[src/rtl/pinbank_pkg.sv]
// Shared constants for the pin bank: register word indices on the bus.
// Assumes 32-bit registers on word-aligned byte addresses.
package pinbank_pkg;
    localparam int WORD_IDX_W = 4;
    localparam logic [WORD_IDX_W-1:0] IDX_VALUE  = 4'h0;  // 0x00
    localparam logic [WORD_IDX_W-1:0] IDX_DIR    = 4'h1;  // 0x04
    localparam logic [WORD_IDX_W-1:0] IDX_LATCH  = 4'h2;  // 0x08
    localparam logic [WORD_IDX_W-1:0] IDX_ENABLE = 4'h4;  // 0x10
    localparam logic [WORD_IDX_W-1:0] IDX_POL    = 4'h5;  // 0x14
    localparam logic [WORD_IDX_W-1:0] IDX_LEVEL  = 4'h6;  // 0x18
    localparam logic [WORD_IDX_W-1:0] IDX_BOTH   = 4'h7;  // 0x1C
    localparam logic [WORD_IDX_W-1:0] IDX_STATUS = 4'h8;  // 0x20
endpackage

[src/rtl/pinbank_sync.sv]
// Multi-stage synchronizer for a vector of asynchronous pin inputs.
// Assumes each bit is independent; no bus coherency is implied.
module pinbank_sync #(
    parameter int W      = 32,
    parameter int STAGES = 2
) (
    input  logic         clk,
    input  logic         rst_n,
    input  logic [W-1:0] d_in,
    output logic [W-1:0] q_out
);
    logic [W-1:0] chain_q [STAGES];

    // Shift the input through the flop chain.
    always_ff @(posedge clk) begin
        if (!rst_n) begin
            for (int i = 0; i < STAGES; i++) chain_q[i] <= '0;
        end else begin
            chain_q[0] <= d_in;
            for (int i = 1; i < STAGES; i++) chain_q[i] <= chain_q[i-1];
        end
    end

    assign q_out = chain_q[STAGES-1];
endmodule

[src/rtl/pinbank_trig.sv]
// Per-pin trigger detector. It compares the synchronized level with its value
// one cycle earlier and applies the level/polarity/both-edges selection.
// Assumes the input is already synchronous to clk.
module pinbank_trig #(
    parameter int W = 32
) (
    input  logic         clk,
    input  logic         rst_n,
    input  logic [W-1:0] lvl_in,
    input  logic [W-1:0] pol_sel,
    input  logic [W-1:0] level_sel,
    input  logic [W-1:0] both_sel,
    output logic [W-1:0] evt
);
    logic [W-1:0] prev_q;

    // Remember the previous synchronized level for edge detection.
    always_ff @(posedge clk) begin
        if (!rst_n) prev_q <= '0;
        else        prev_q <= lvl_in;
    end

    for (genvar p = 0; p < W; p++) begin : g_pin
        logic rise, fall;
        assign rise = lvl_in[p] & ~prev_q[p];
        assign fall = ~lvl_in[p] & prev_q[p];
        // Select the trigger condition for this pin.
        always_comb begin
            if (level_sel[p])     evt[p] = (lvl_in[p] == pol_sel[p]);
            else if (both_sel[p]) evt[p] = rise | fall;
            else if (pol_sel[p])  evt[p] = rise;
            else                  evt[p] = fall;
        end
    end
endmodule

[src/rtl/pinbank_status.sv]
// Sticky event status with write-one-to-clear. A new event wins over a
// clear on the same edge. Assumes clr is a one-cycle pulse mask.
module pinbank_status #(
    parameter int W = 32
) (
    input  logic         clk,
    input  logic         rst_n,
    input  logic [W-1:0] evt,
    input  logic [W-1:0] clr,
    output logic [W-1:0] status_q
);
    // Clear the requested bits, then OR in the new events.
    always_ff @(posedge clk) begin
        if (!rst_n) status_q <= '0;
        else        status_q <= (status_q & ~clr) | evt;
    end
endmodule

[src/rtl/pinbank_irq.sv]
// One bank of general-purpose pins with output latch, direction control,
// synchronized readback and per-pin interrupt detection.
// Assumes a single-cycle register bus: writes take effect on the edge that
// samples bus_sel && bus_we, and reads are combinational. Accesses with a
// non-zero byte offset inside a word are ignored.
module pinbank_irq #(
    parameter int W  = 32,
    parameter int AW = 6
) (
    input  logic          clk,
    input  logic          rst_n,
    input  logic          bus_sel,
    input  logic          bus_we,
    input  logic [AW-1:0] bus_addr,
    input  logic [W-1:0]  bus_wdata,
    output logic [W-1:0]  bus_rdata,
    input  logic [W-1:0]  pin_in,
    output logic [W-1:0]  pin_out,
    output logic [W-1:0]  pin_oe,
    output logic          irq
);
    import pinbank_pkg::*;

    localparam int IDX_W = AW - 2;

    logic [W-1:0]     latch_q, dir_q, en_q, pol_q, level_q, both_q;
    logic [W-1:0]     sync_lvl, evt_vec, clr_mask, status_q;
    logic [IDX_W-1:0] word_idx;
    logic             acc_ok, wr_en;

    assign word_idx = bus_addr[AW-1:2];
    assign acc_ok   = bus_sel && (bus_addr[1:0] == 2'b00);
    assign wr_en    = acc_ok && bus_we;

    // Configuration and latch registers written from the bus.
    always_ff @(posedge clk) begin
        if (!rst_n) begin
            latch_q <= '0;
            dir_q   <= '0;
            en_q    <= '0;
            pol_q   <= '0;
            level_q <= '0;
            both_q  <= '0;
        end else if (wr_en) begin
            case (word_idx)
                IDX_W'(IDX_VALUE):  latch_q <= bus_wdata;
                IDX_W'(IDX_DIR):    dir_q   <= bus_wdata;
                IDX_W'(IDX_ENABLE): en_q    <= bus_wdata;
                IDX_W'(IDX_POL):    pol_q   <= bus_wdata;
                IDX_W'(IDX_LEVEL):  level_q <= bus_wdata;
                IDX_W'(IDX_BOTH):   both_q  <= bus_wdata;
                default: ;
            endcase
        end
    end

    // Write-one-to-clear mask for the status register.
    assign clr_mask = (wr_en && word_idx == IDX_W'(IDX_STATUS)) ? bus_wdata : '0;

    pinbank_sync #(.W(W), .STAGES(2)) u_sync (
        .clk(clk), .rst_n(rst_n), .d_in(pin_in), .q_out(sync_lvl)
    );

    pinbank_trig #(.W(W)) u_trig (
        .clk(clk), .rst_n(rst_n), .lvl_in(sync_lvl), .pol_sel(pol_q),
        .level_sel(level_q), .both_sel(both_q), .evt(evt_vec)
    );

    pinbank_status #(.W(W)) u_status (
        .clk(clk), .rst_n(rst_n), .evt(evt_vec), .clr(clr_mask), .status_q(status_q)
    );

    // Read multiplexer.
    always_comb begin
        bus_rdata = '0;
        if (acc_ok) begin
            case (word_idx)
                IDX_W'(IDX_VALUE):  bus_rdata = sync_lvl;
                IDX_W'(IDX_DIR):    bus_rdata = dir_q;
                IDX_W'(IDX_LATCH):  bus_rdata = latch_q;
                IDX_W'(IDX_ENABLE): bus_rdata = en_q;
                IDX_W'(IDX_POL):    bus_rdata = pol_q;
                IDX_W'(IDX_LEVEL):  bus_rdata = level_q;
                IDX_W'(IDX_BOTH):   bus_rdata = both_q;
                IDX_W'(IDX_STATUS): bus_rdata = status_q;
                default:            bus_rdata = '0;
            endcase
        end
    end

    assign pin_out = latch_q;
    assign pin_oe  = dir_q;
    assign irq     = |(status_q & en_q);
endmodule

[config.mk]
export PLATFORM = sky130hd
export DESIGN_NAME = pinbank_irq
export DESIGN_NICKNAME = d
export VERILOG_FILES = /design/src/rtl/pinbank_pkg.sv /design/src/rtl/pinbank_sync.sv /design/src/rtl/pinbank_trig.sv /design/src/rtl/pinbank_status.sv /design/src/rtl/pinbank_irq.sv
export SDC_FILE = /design/constraint.sdc
export NUM_CORES = 1
export LEC_CHECK = 0
export ABC_CLOCK_PERIOD_IN_PS = 2100
export BUFFER_PORTS_ARGS = -buffer_cell sky130_fd_sc_hd__buf_2
export CORE_MARGIN = 2
export CORE_UTILIZATION = 59
export DETAILED_ROUTE_END_ITERATION = 10
export HOLD_SLACK_MARGIN = 0.02
export PLACE_DENSITY = 0.8
export SLEW_MARGIN = 40
export SYNTH_ARGS = -nofsm -noshare
export SYNTH_HDL_FRONTEND = slang
export SYNTH_HIERARCHICAL = 1
export SYNTH_SLANG_ARGS = --single-unit
[constraint.sdc]
create_clock -name clk -period 2.1 [get_ports clk]
set_input_delay 0.105 -clock clk [delete_from_list [all_inputs] [get_ports clk]]
set_output_delay 0.105 -clock clk [all_outputs]
set_load 0.02 [all_outputs]
==> results.sh, run 1 <==
export IMPL_drv_cap=0
export IMPL_cts_buffers=35
export IMPL_power_density_nw_per_um2=722
export IMPL_drc=0
export IMPL_critPathTopFamily="simple AND/OR/NAND/NOR gates"
export IMPL_reg2reg_depth=6
export IMPL_die_x_um=166
export IMPL_synthDistinctLibCells=36
export IMPL_tightest_slew_ns=0.491
export IMPL_worst_slack_ns=0.0184
export IMPL_yosys_warnings=6
export IMPL_fin_crit_ns=2.08
export IMPL_syn_instance_count=1763
export IMPL_synth_seq_area_share_pct=41.3
export IMPL_antenna_found_initial=0
export IMPL_cpPeakStageDelay_ns=0.55
export IMPL_setup_violations=0
export IMPL_track_usage_pct=30.8
export IMPL_clk_latency_ns=0.51
export IMPL_cp_end_kind="primary output"
export IMPL_final_setup_tns_ns=0
export IMPL_die_h_um=166
export IMPL_ctsLongestPathBuffers=3
export IMPL_critical_path_class="register to primary output"
export IMPL_syn_area_um2=15500
export IMPL_worstPathArrival_ns=1.98
export IMPL_synth_fp_nets=1901
export IMPL_syn_to_final_growth_pct=18.0
export IMPL_ant_nets=0
export IMPL_drive_above_1_share_pct=20.6
export IMPL_post_route_util_pct=70.7
export IMPL_drt_first_iter_violations=1302
export IMPL_crit_slowest_cell="or4_4"
export IMPL_place_ws_ns=0.262
export IMPL_grt_pass1_wl_mm=69.7
export IMPL_cts_tree="built"
export IMPL_period_share_pct=99.1
export IMPL_grt_max_degree=119
export IMPL_synth_edf_count=0
export IMPL_synth_top_area_share_pct=41.3
export IMPL_status="finished clean"
export IMPL_peakVddDrop_uv=1110
export IMPL_cts_root_buffer="clkbuf_16"
export IMPL_synth_seq_cells=320
export IMPL_detail_route_wl_per_cell_um=19.3
export IMPL_portBuffers=170
export IMPL_r2r_end="u_status/status_q[1]$_SDFF_PN0_"
export IMPL_synth_common_cells="nand2_1, dfxtp_1, a21boi_1"
export IMPL_cts_num_sinks=320
export IMPL_fin_cells=2292
export IMPL_ios=171
export IMPL_hold_depth=3
export IMPL_relSlewSlack_pct=67.3
export IMPL_ys_async_sr_fraction_pct=0
export IMPL_grt_pass1_vias=13000
export IMPL_setup_worst_path_start_class="register"
export IMPL_core_area_um2=25900
export IMPL_hpwl_mm=27.2
export IMPL_hp_class="input port to register"
export IMPL_viasPerCell=5.88
export IMPL_clock_skew_ns=0.0157
export IMPL_placed_area_um2=16400
export IMPL_p_leak_nw=7.19
export IMPL_rows=59
export IMPL_timing_reg2reg_setup_slack_ns=0.55
export IMPL_vias=13500
export IMPL_yosysMostFrequentCell="nand2_1"
export IMPL_grt_ovfl_total=0
export IMPL_syn_mean_instance_area_um2=8.80
export IMPL_cp_num_buf_inv=1
export IMPL_design_area_um2=18300
export IMPL_wl_mm=44.2
export IMPL_cp_max_fo=3
export IMPL_r2r_start="u_sync/chain_q[0][33]$_SDFF_PN0_"
export IMPL_fillers=1922
export IMPL_synth_area_leaders="dfxtp_1, nand2_1, a21boi_1"
export IMPL_nNetsFinal=2070
export IMPL_max_freq_mhz=480
export IMPL_finalHoldViolCount=0
export IMPL_maxSlewViolCount=0
export IMPL_gp_congestion=0.877
export IMPL_initial_utilization_pct=59.9
export IMPL_synth_top_cell_by_area="dfxtp_1"
export IMPL_drtPass1Iterations=5
export IMPL_htree_levels=2
export IMPL_dpl_cell_count=2165
export IMPL_antenna_cells=0
export IMPL_dieArea_um2=27600
export IMPL_clk_pin_slew_ns=0.06
export IMPL_hold_end="u_sync/chain_q[0][1]$_SDFF_PN0_"
export IMPL_crit_required_ns=2.00
export IMPL_path_cells="a22oi_1 > nand4_1 > or4_4 > buf_4"
export IMPL_ys_flop_type="dfxtp_1"
export IMPL_holdCritStartpoint="pin_in[1]"
==> logic make-up after synthesis <==
kind of cell | after synthesis | share of synthesized area (%)
buffers and inverters | 212 | 7.18
AND/OR/NAND/NOR | 637 | 19.5
adder cells (fa/ha/maj) | 64 | 5.16
flip-flops | 320 | 41.3
multiplexers | 32 | 2.32
XOR/XNOR | 32 | 1.81
AO/OA/AOI/OAI | 466 | 22.8
==> metrics by stage <==
| step | power (W) | hold WS (ns) |
|---|---|---|
| 2_1_floorplan | 0.00681 | 0.223 |
| 3_3_place_gp | 0.00703 | 0.324 |
| 3_5_place_dp | 0.00705 | 0.328 |
| 4_1_cts | 0.0132 | 0.336 |
| 5_1_grt | 0.0136 | 0.347 |
| 6_report | 0.0132 | 0.347 |
==> worst max path at each step <==
stage	startpoint	end	cells after the start
CTS	en_q[26]$_SDFFE_PN0P_	irq	4
finish	en_q[3]$_SDFFE_PN0P_	irq	4
detailed placement	bus_addr[5]	bus_rdata[0]	7
global placement	bus_addr[5]	bus_rdata[0]	7
floorplan	bus_addr[3]	bus_rdata[6]	6
global route	en_q[3]$_SDFFE_PN0P_	irq	4
==> per-layer routing <==
metal  global-route usage [%]  up-vias  wire length (um)
li1                         -     6286                 -
met1                     39.8     6434             17900
met2                     52.4      629             21100
met3                     3.96      128              3500
met4                     12.7        0              1710
met5                        0        -                 0
==> sequential cells by signal, indices dropped and copies added (netlist names) <==
signal,flops
u_status/status_q,32
u_sync/chain_q,64
pin_oe,32
pol_q,32
both_q,32
level_q,32
en_q,32
u_trig/prev_q,32
pin_out,32
==> worst reg2reg max path, stage by stage (launching register included) <==
cell and delay (ns):
dfxtp_1 0.48, inv_1 0.10, ha_1 0.20, mux2_1 0.29
o21ai_1 0.13, nand2_1 0.07, o21a_1 0.18
==> report_power, final <==
part	internal, W	switching [W]	leakage (nW)
clock network	0.00367	0.00251	0.568
registers	0.00618	0.0000962	2.60
logic	0.000371	0.000395	4.02
==> final cells by class <==
type	instances	area [um2]	share of cell area [%]
multi-input combinational	1231	8070	44.1
sequential	320	6410	35.0
timing repair buffer	280	2010	11.0
clock buffer	47	1020	5.59
tap	335	419	2.29
inverter	64	240	1.31
clock inverter	15	135	0.738
==> placed cells by master, fill, tap and decap left out, types with 38 or more instances in the layout <==
master         Yosys  final
a21boi_1         122    122
and2_2            64     64
dfxtp_1          320    314
ha_1              64     64
and2_1            38     38
a22oi_1           80     68
buf_2             19    168
a21boi_0          70     70
inv_1             64     64
nand2_1          454    454
dlygate4sd3_1      0     65
==> repair_timing <==
action                                  in CTS  in global routing
hold endpoints to repair                   231                  0
setup buffers                                0                  0
gates resized for setup                      8                 12
endpoints found under the setup margin       1                  1
pin swaps                                    3                  5
gates cloned                                 0                  0
hold buffers                                65                  0
Power figures use the tool's default switching activity.
==> run 2, diff against run 1 <==
--- a/config.mk
+++ b/config.mk
@@ -7,6 +7,7 @@
 export LEC_CHECK = 0
 export ABC_CLOCK_PERIOD_IN_PS = 2100
 export BUFFER_PORTS_ARGS = -buffer_cell sky130_fd_sc_hd__buf_2
+export CORE_ASPECT_RATIO = 0.5
 export CORE_MARGIN = 2
 export CORE_UTILIZATION = 59
 export DETAILED_ROUTE_END_ITERATION = 10
==> run 2 against run 1 <==
  * The run now ends with negative setup slack left
  * Clock skew fell by 0.0071 ns
  * Sequential cell count did not move
  * Sequential power barely moved
  * Combinational power rose by 1%
  * Sequential share of layout area rose by 0.18 points
  * Worst setup slack got worse by 0.042 ns
  * Register-to-register slack got worse by 0.07 ns
  * Utilization rose by 0.64 points
  * Worst hold slack got worse by 0.21 ns
  * Via count rose by 0.42%
  * Highest routed layer unchanged
==> results.sh, run 2 (synthesis gave the netlist of run 1 again) <==
export IMPL_grt_max_degree=92
export IMPL_p_leak_nw=7.15
export IMPL_drc=0
export IMPL_nNetsFinal=2066
export IMPL_die_x_um=233
export IMPL_track_usage_pct=31.6
export IMPL_post_route_util_pct=71.3
export IMPL_p_int_w=0.00992
export IMPL_worst_slack_ns=-0.0233
export IMPL_grt_ovfl_total=0
export IMPL_die_h_um=119
export IMPL_antenna_cells=0
export IMPL_critical_path_class="register to primary output"
export IMPL_cts_buffers=28
export IMPL_hpwl_mm=27.8
export IMPL_core_area_um2=25500
export IMPL_ant_nets=0
export IMPL_rows=41
export IMPL_crit_required_ns=2.00
export IMPL_syn_to_final_growth_pct=17.4
export IMPL_initial_utilization_pct=60.8
export IMPL_fin_crit_ns=2.12
export IMPL_clock_skew_ns=0.00864
export IMPL_hold_depth=2
export IMPL_fillers=1949
export IMPL_htree_levels=1
export IMPL_clk_pin_slew_ns=0.07
export IMPL_ios=171
export IMPL_violations="negative setup slack"
export IMPL_cp_max_fo=2
export IMPL_layout_commonest_cell="nand2_1"
export IMPL_drtPass1Iterations=8
export IMPL_viasPerCell=5.90
export IMPL_maxSlewViolCount=0
export IMPL_power_density_nw_per_um2=703
export IMPL_cts_num_sinks=320
export IMPL_tightest_slew_ns=0.568
export IMPL_drv_cap=0
export IMPL_ctsLongestPathBuffers=3
export IMPL_pwr_share_comb_pct=6.0
export IMPL_power_switching_w=0.00289
export IMPL_reg2reg_depth=6
export IMPL_swShare_pct=22.5
export IMPL_design_area_um2=18200
export IMPL_grt_setup_unrepaired="true"
export IMPL_timing_reg2reg_setup_slack_ns=0.48
export IMPL_holdCritStartpoint="rst_n"
export IMPL_worstPathArrival_ns=2.02
export IMPL_max_freq_mhz=471
export IMPL_dieArea_um2=27700
export IMPL_antenna_found_initial=1
export IMPL_finalHoldViolCount=0
export IMPL_setup_violations=1
export IMPL_portBuffers=170
export IMPL_seqCellArea_um2=6410
export IMPL_vias=13500
export IMPL_regMostFlops="u_sync/chain_q"
export IMPL_cp_end_kind="primary output"
export IMPL_relSlewSlack_pct=62.1
export IMPL_seqPwrFrac_pct=48.9
export IMPL_largest_reg_flops=64
export IMPL_peakVddDrop_uv=561
export IMPL_drive_above_1_share_pct=20.1
export IMPL_setup_worst_path_start_class="register"
export IMPL_r2r_end="u_status/status_q[18]$_SDFF_PN0_"
export IMPL_placed_area_um2=16500
export IMPL_cts_tree="built"
export IMPL_period_share_pct=101
export IMPL_clockPowerShare_pct=45.0
export IMPL_grt_pass1_vias=12700
export IMPL_multi_input_area_um2=8040
export IMPL_grt_pass1_wl_mm=69.6
export IMPL_hold_end="u_status/status_q[5]$_SDFF_PN0_"
export IMPL_gp_congestion=0.845
export IMPL_drt_first_iter_violations=1499
export IMPL_crit_start="en_q[26]$_SDFFE_PN0P_"
export IMPL_r2r_start="u_sync/chain_q[0][50]$_SDFF_PN0_"
export IMPL_clk_latency_ns=0.56
export IMPL_final_cell_mix="nand2_1, dfxtp_1, buf_2"
export IMPL_detail_route_wl_per_cell_um=19.6
export IMPL_wl_mm=44.9
export IMPL_place_ws_ns=0.258
export IMPL_status="complete, but fails checks"
export IMPL_hp_class="input port to register"
export IMPL_cts_root_buffer="clkbuf_16"
[run 2: cell count changes in the layout (fill, tap and decap cells not counted), moves of 2 or more]
cell / change
bufinv_16: +2
clkinvlp_4: -3
clkinv_2: -6
clkbuf_16: -8
a22oi_2: -7
a22oi_1: +7
clkbuf_8: +5
buf_12: +2
dfxtp_2: -2
[run 2: worst max path at each step]
stage                     cells after the start  slack (ns)            end
final                                         4       -0.02            irq
after global routing                          4       -0.07            irq
after CTS                                     4       -0.02            irq
after detailed placement                      7        0.26  bus_rdata[31]
after global placement                        7        0.24  bus_rdata[30]
after floorplan                               6        0.48   bus_rdata[6]
[run 2: area by class of cell]
class,instances,share of cell area [%]
inverter,64,1.32
clock inverter,10,0.893
timing repair buffer,283,11.3
multi-input combinational,1231,44.1
clock buffer,42,4.80
tap,344,2.36
sequential,320,35.2
[run 2: stage by stage]
step	TNS (ns)	std cells	power [W]	hold slack, ns
2_1_floorplan	0	1763	0.00681	0.223
3_3_place_gp	0	2177	0.00705	0.324
3_5_place_dp	0	2177	0.00706	0.328
4_1_cts	-0.0172	2294	0.0128	0.119
5_1_grt	-0.0723	2294	0.0132	0.147
6_report	-0.0233	2294	0.0128	0.137
[run 2: per-layer routing]
layer	wire length, um	vias up	part of all wire, %	track usage [%]
met3	3870	96	8.6	4.90
met4	1020	0	2.3	8.66
li1	-	6292	-	-
met1	19900	6501	44	44.7
met2	20100	645	45	50.2
met5	0	-	0	0
[run 2: repair_timing]
item                       in CTS  in global routing
pin swaps                       5                  2
hold buffers                   64                  0
setup endpoints to repair       1                  1
hold endpoints to repair      224                  0
gates cloned                    0                  0
resized for setup              13                  1
buffers inserted                1                  0
[run 2: critical path, cell delays in order (launching register included)]
cell	delay [ns]
dfxtp_4	0.35
a22oi_2	0.21
nand4_1	0.16
or4_4	0.58
buf_6	0.15
[run 2: power groups by stage]
| stage | logic [W] | clock network (W) | registers, W |
|---|---|---|---|
| floorplan | 0.000460 | 0 | 0.00635 |
| global placement | 0.000647 | 0 | 0.00640 |
| detailed placement | 0.000658 | 0 | 0.00640 |
| CTS | 0.000756 | 0.00579 | 0.00626 |
| finish | 0.000775 | 0.00577 | 0.00627 |
| global route | 0.000829 | 0.00605 | 0.00627 |
==> run 3, diff against run 2 <==
--- a/config.mk
+++ b/config.mk
@@ -13,6 +13,7 @@
 export DETAILED_ROUTE_END_ITERATION = 10
 export HOLD_SLACK_MARGIN = 0.02
 export PLACE_DENSITY = 0.8
+export REMOVE_ABC_BUFFERS = 1
 export SLEW_MARGIN = 40
 export SYNTH_ARGS = -nofsm -noshare
 export SYNTH_HDL_FRONTEND = slang
==> run 3 against run 2 <==
  * The flow still finishes with violations (negative setup slack)
  * Combinational power is 1% lower
  * Sequential cell count stayed put
  * First-iteration DRC count is 15% lower
  * Wire length is 4.4% lower
  * Critical path type unchanged
  * Critical endpoint unchanged
  * Highest routed layer unchanged
==> results.sh, run 3 (synthesis gave the netlist of run 1 again) <==
export IMPL_peakVddDrop_uv=650
export IMPL_critical_path_class="register to primary output"
export IMPL_portBuffers=170
export IMPL_antenna_found_initial=0
export IMPL_detail_route_wl_per_cell_um=18.8
export IMPL_grt_pass1_wl_mm=67.5
export IMPL_seqCellArea_um2=6410
export IMPL_cp_max_fo=3
export IMPL_fin_crit_ns=2.21
export IMPL_maxSlewViolCount=0
export IMPL_worst_slack_ns=-0.110
export IMPL_grt_setup_unrepaired="true"
export IMPL_drv_cap=0
export IMPL_grt_max_degree=79
export IMPL_rows=41
export IMPL_cts_root_buffer="clkbuf_16"
export IMPL_drive_above_1_share_pct=19.9
export IMPL_vias=13400
export IMPL_drtPass1Iterations=5
export IMPL_final_cell_mix="nand2_1, dfxtp_1, buf_2"
export IMPL_die_h_um=119
export IMPL_ant_nets=0
export IMPL_hold_depth=2
export IMPL_fillers=1926
export IMPL_cts_buffers=28
export IMPL_dpl_cell_count=2173
export IMPL_layout_commonest_cell="nand2_1"
export IMPL_relSlewSlack_pct=64.8
export IMPL_status="complete, but fails checks"
export IMPL_power_density_nw_per_um2=705
export IMPL_antenna_cells=0
export IMPL_clock_skew_ns=0.0132
export IMPL_setup_violations=1
export IMPL_period_share_pct=105
export IMPL_cts_num_sinks=320
export IMPL_reg2reg_depth=6
export IMPL_initial_utilization_pct=60.8
export IMPL_postCtsSetupRepairBufs=0
export IMPL_nNetsFinal=2061
export IMPL_clk_latency_ns=0.56
export IMPL_max_freq_mhz=453
export IMPL_multi_input_area_um2=8060
export IMPL_ctsLongestPathBuffers=3
export IMPL_track_usage_pct=30.4
export IMPL_drc=0
export IMPL_dieArea_um2=27700
export IMPL_crit_required_ns=2.00
export IMPL_worstPathArrival_ns=2.10
export IMPL_regMostFlops="u_sync/chain_q"
export IMPL_clk_pin_slew_ns=0.07
export IMPL_ios=171
export IMPL_violations="negative setup slack"
export IMPL_tightest_slew_ns=0.529
export IMPL_hp_class="input port to register"
export IMPL_finalHoldViolCount=0
export IMPL_core_area_um2=25500
export IMPL_final_setup_tns_ns=-0.110
export IMPL_cp_end_kind="primary output"
export IMPL_htree_levels=1
export IMPL_fin_cells=2289
export IMPL_setup_worst_path_start_class="register"
export IMPL_largest_reg_flops=64
export IMPL_grt_ovfl_total=0
export IMPL_cts_tree="built"
export IMPL_post_route_util_pct=71.3
export IMPL_drt_first_iter_violations=1276
export IMPL_p_total_w=0.0128
export IMPL_hpwl_mm=26.2
export IMPL_fin_hold_ws_ns=0.0704
export IMPL_wl_mm=42.9
export IMPL_grt_pass1_vias=12800
export IMPL_viasPerCell=5.84
export IMPL_gp_congestion=0.846
export IMPL_syn_to_final_growth_pct=17.4
export IMPL_p_leak_nw=7.12
export IMPL_die_x_um=233
run 3: cell count changes in the layout (fill, tap and decap cells not counted), sizes merged:
cell / change
bufinv: +1
clkinvlp: +3
inv: -1
clkinv: -2
clkbuf: -1
buf: -5
run 3: final cells by class:
type | instances | share of cell area, %
repair buffers | 278 | 11.1
multi-input cells | 1231 | 44.3
inverters | 64 | 1.32
flip-flops and latches | 320 | 35.2
well taps | 344 | 2.36
clock buffers | 41 | 4.72
clock inverters | 11 | 1.04
run 3: routing by layer:
metal	up-vias	share of wire, %	global-route usage (%)
li1	6275	-	-
met1	6474	43	41.5
met2	542	46	48.9
met3	87	8.3	5.48
met4	0	2.6	9.22
met5	-	0	0
run 3: worst paths after layout:
check / start / to / slack (ns)
hold reg to reg: u_sync/chain_q[0][6]$_SDFF_PN0_ / u_sync/chain_q[0][38]$_SDFF_PN0_ / 0.45
hold / removal: rst_n / pol_q[0]$_SDFFE_PN0P_ / 0.07
setup / recovery: u_status/status_q[19]$_SDFF_PN0_ / irq / -0.11
setup reg to reg: u_sync/chain_q[0][39]$_SDFF_PN0_ / u_status/status_q[7]$_SDFF_PN0_ / 0.61
run 3: repair_timing:
action / in CTS / in global routing
endpoints found under the setup margin: 1 / 1
resized for setup: 9 / 6
hold buffers: 64 / 0
pin swaps: 3 / 1
endpoints found under the hold margin: 224 / 0
run 3: report_power, final:
part / internal, W / total (W) / switching (W) / leakage [nW]
Combinational: 0.000371 / 0.000765 / 0.000394 / 4.02
Clock: 0.00346 / 0.00582 / 0.00236 / 0.505
Sequential: 0.00617 / 0.00626 / 0.0000877 / 2.60
run 3: worst max-delay path: stages (launching register included):
cell     delay, ns
dfxtp_2       0.33
a22oi_2       0.34
nand4_1       0.17
or4_4         0.56
buf_6         0.15
run 3: stage by stage:
| step | cell area [um2] | worst slack (ns) |
|---|---|---|
| global route | 18200 | -0.0893 |
| floorplan | 14600 | -0.288 |
| detailed placement | 16500 | 0.262 |
| finish | 18200 | -0.110 |
| global placement | 16500 | 0.260 |
| CTS | 18200 | -0.0427 |
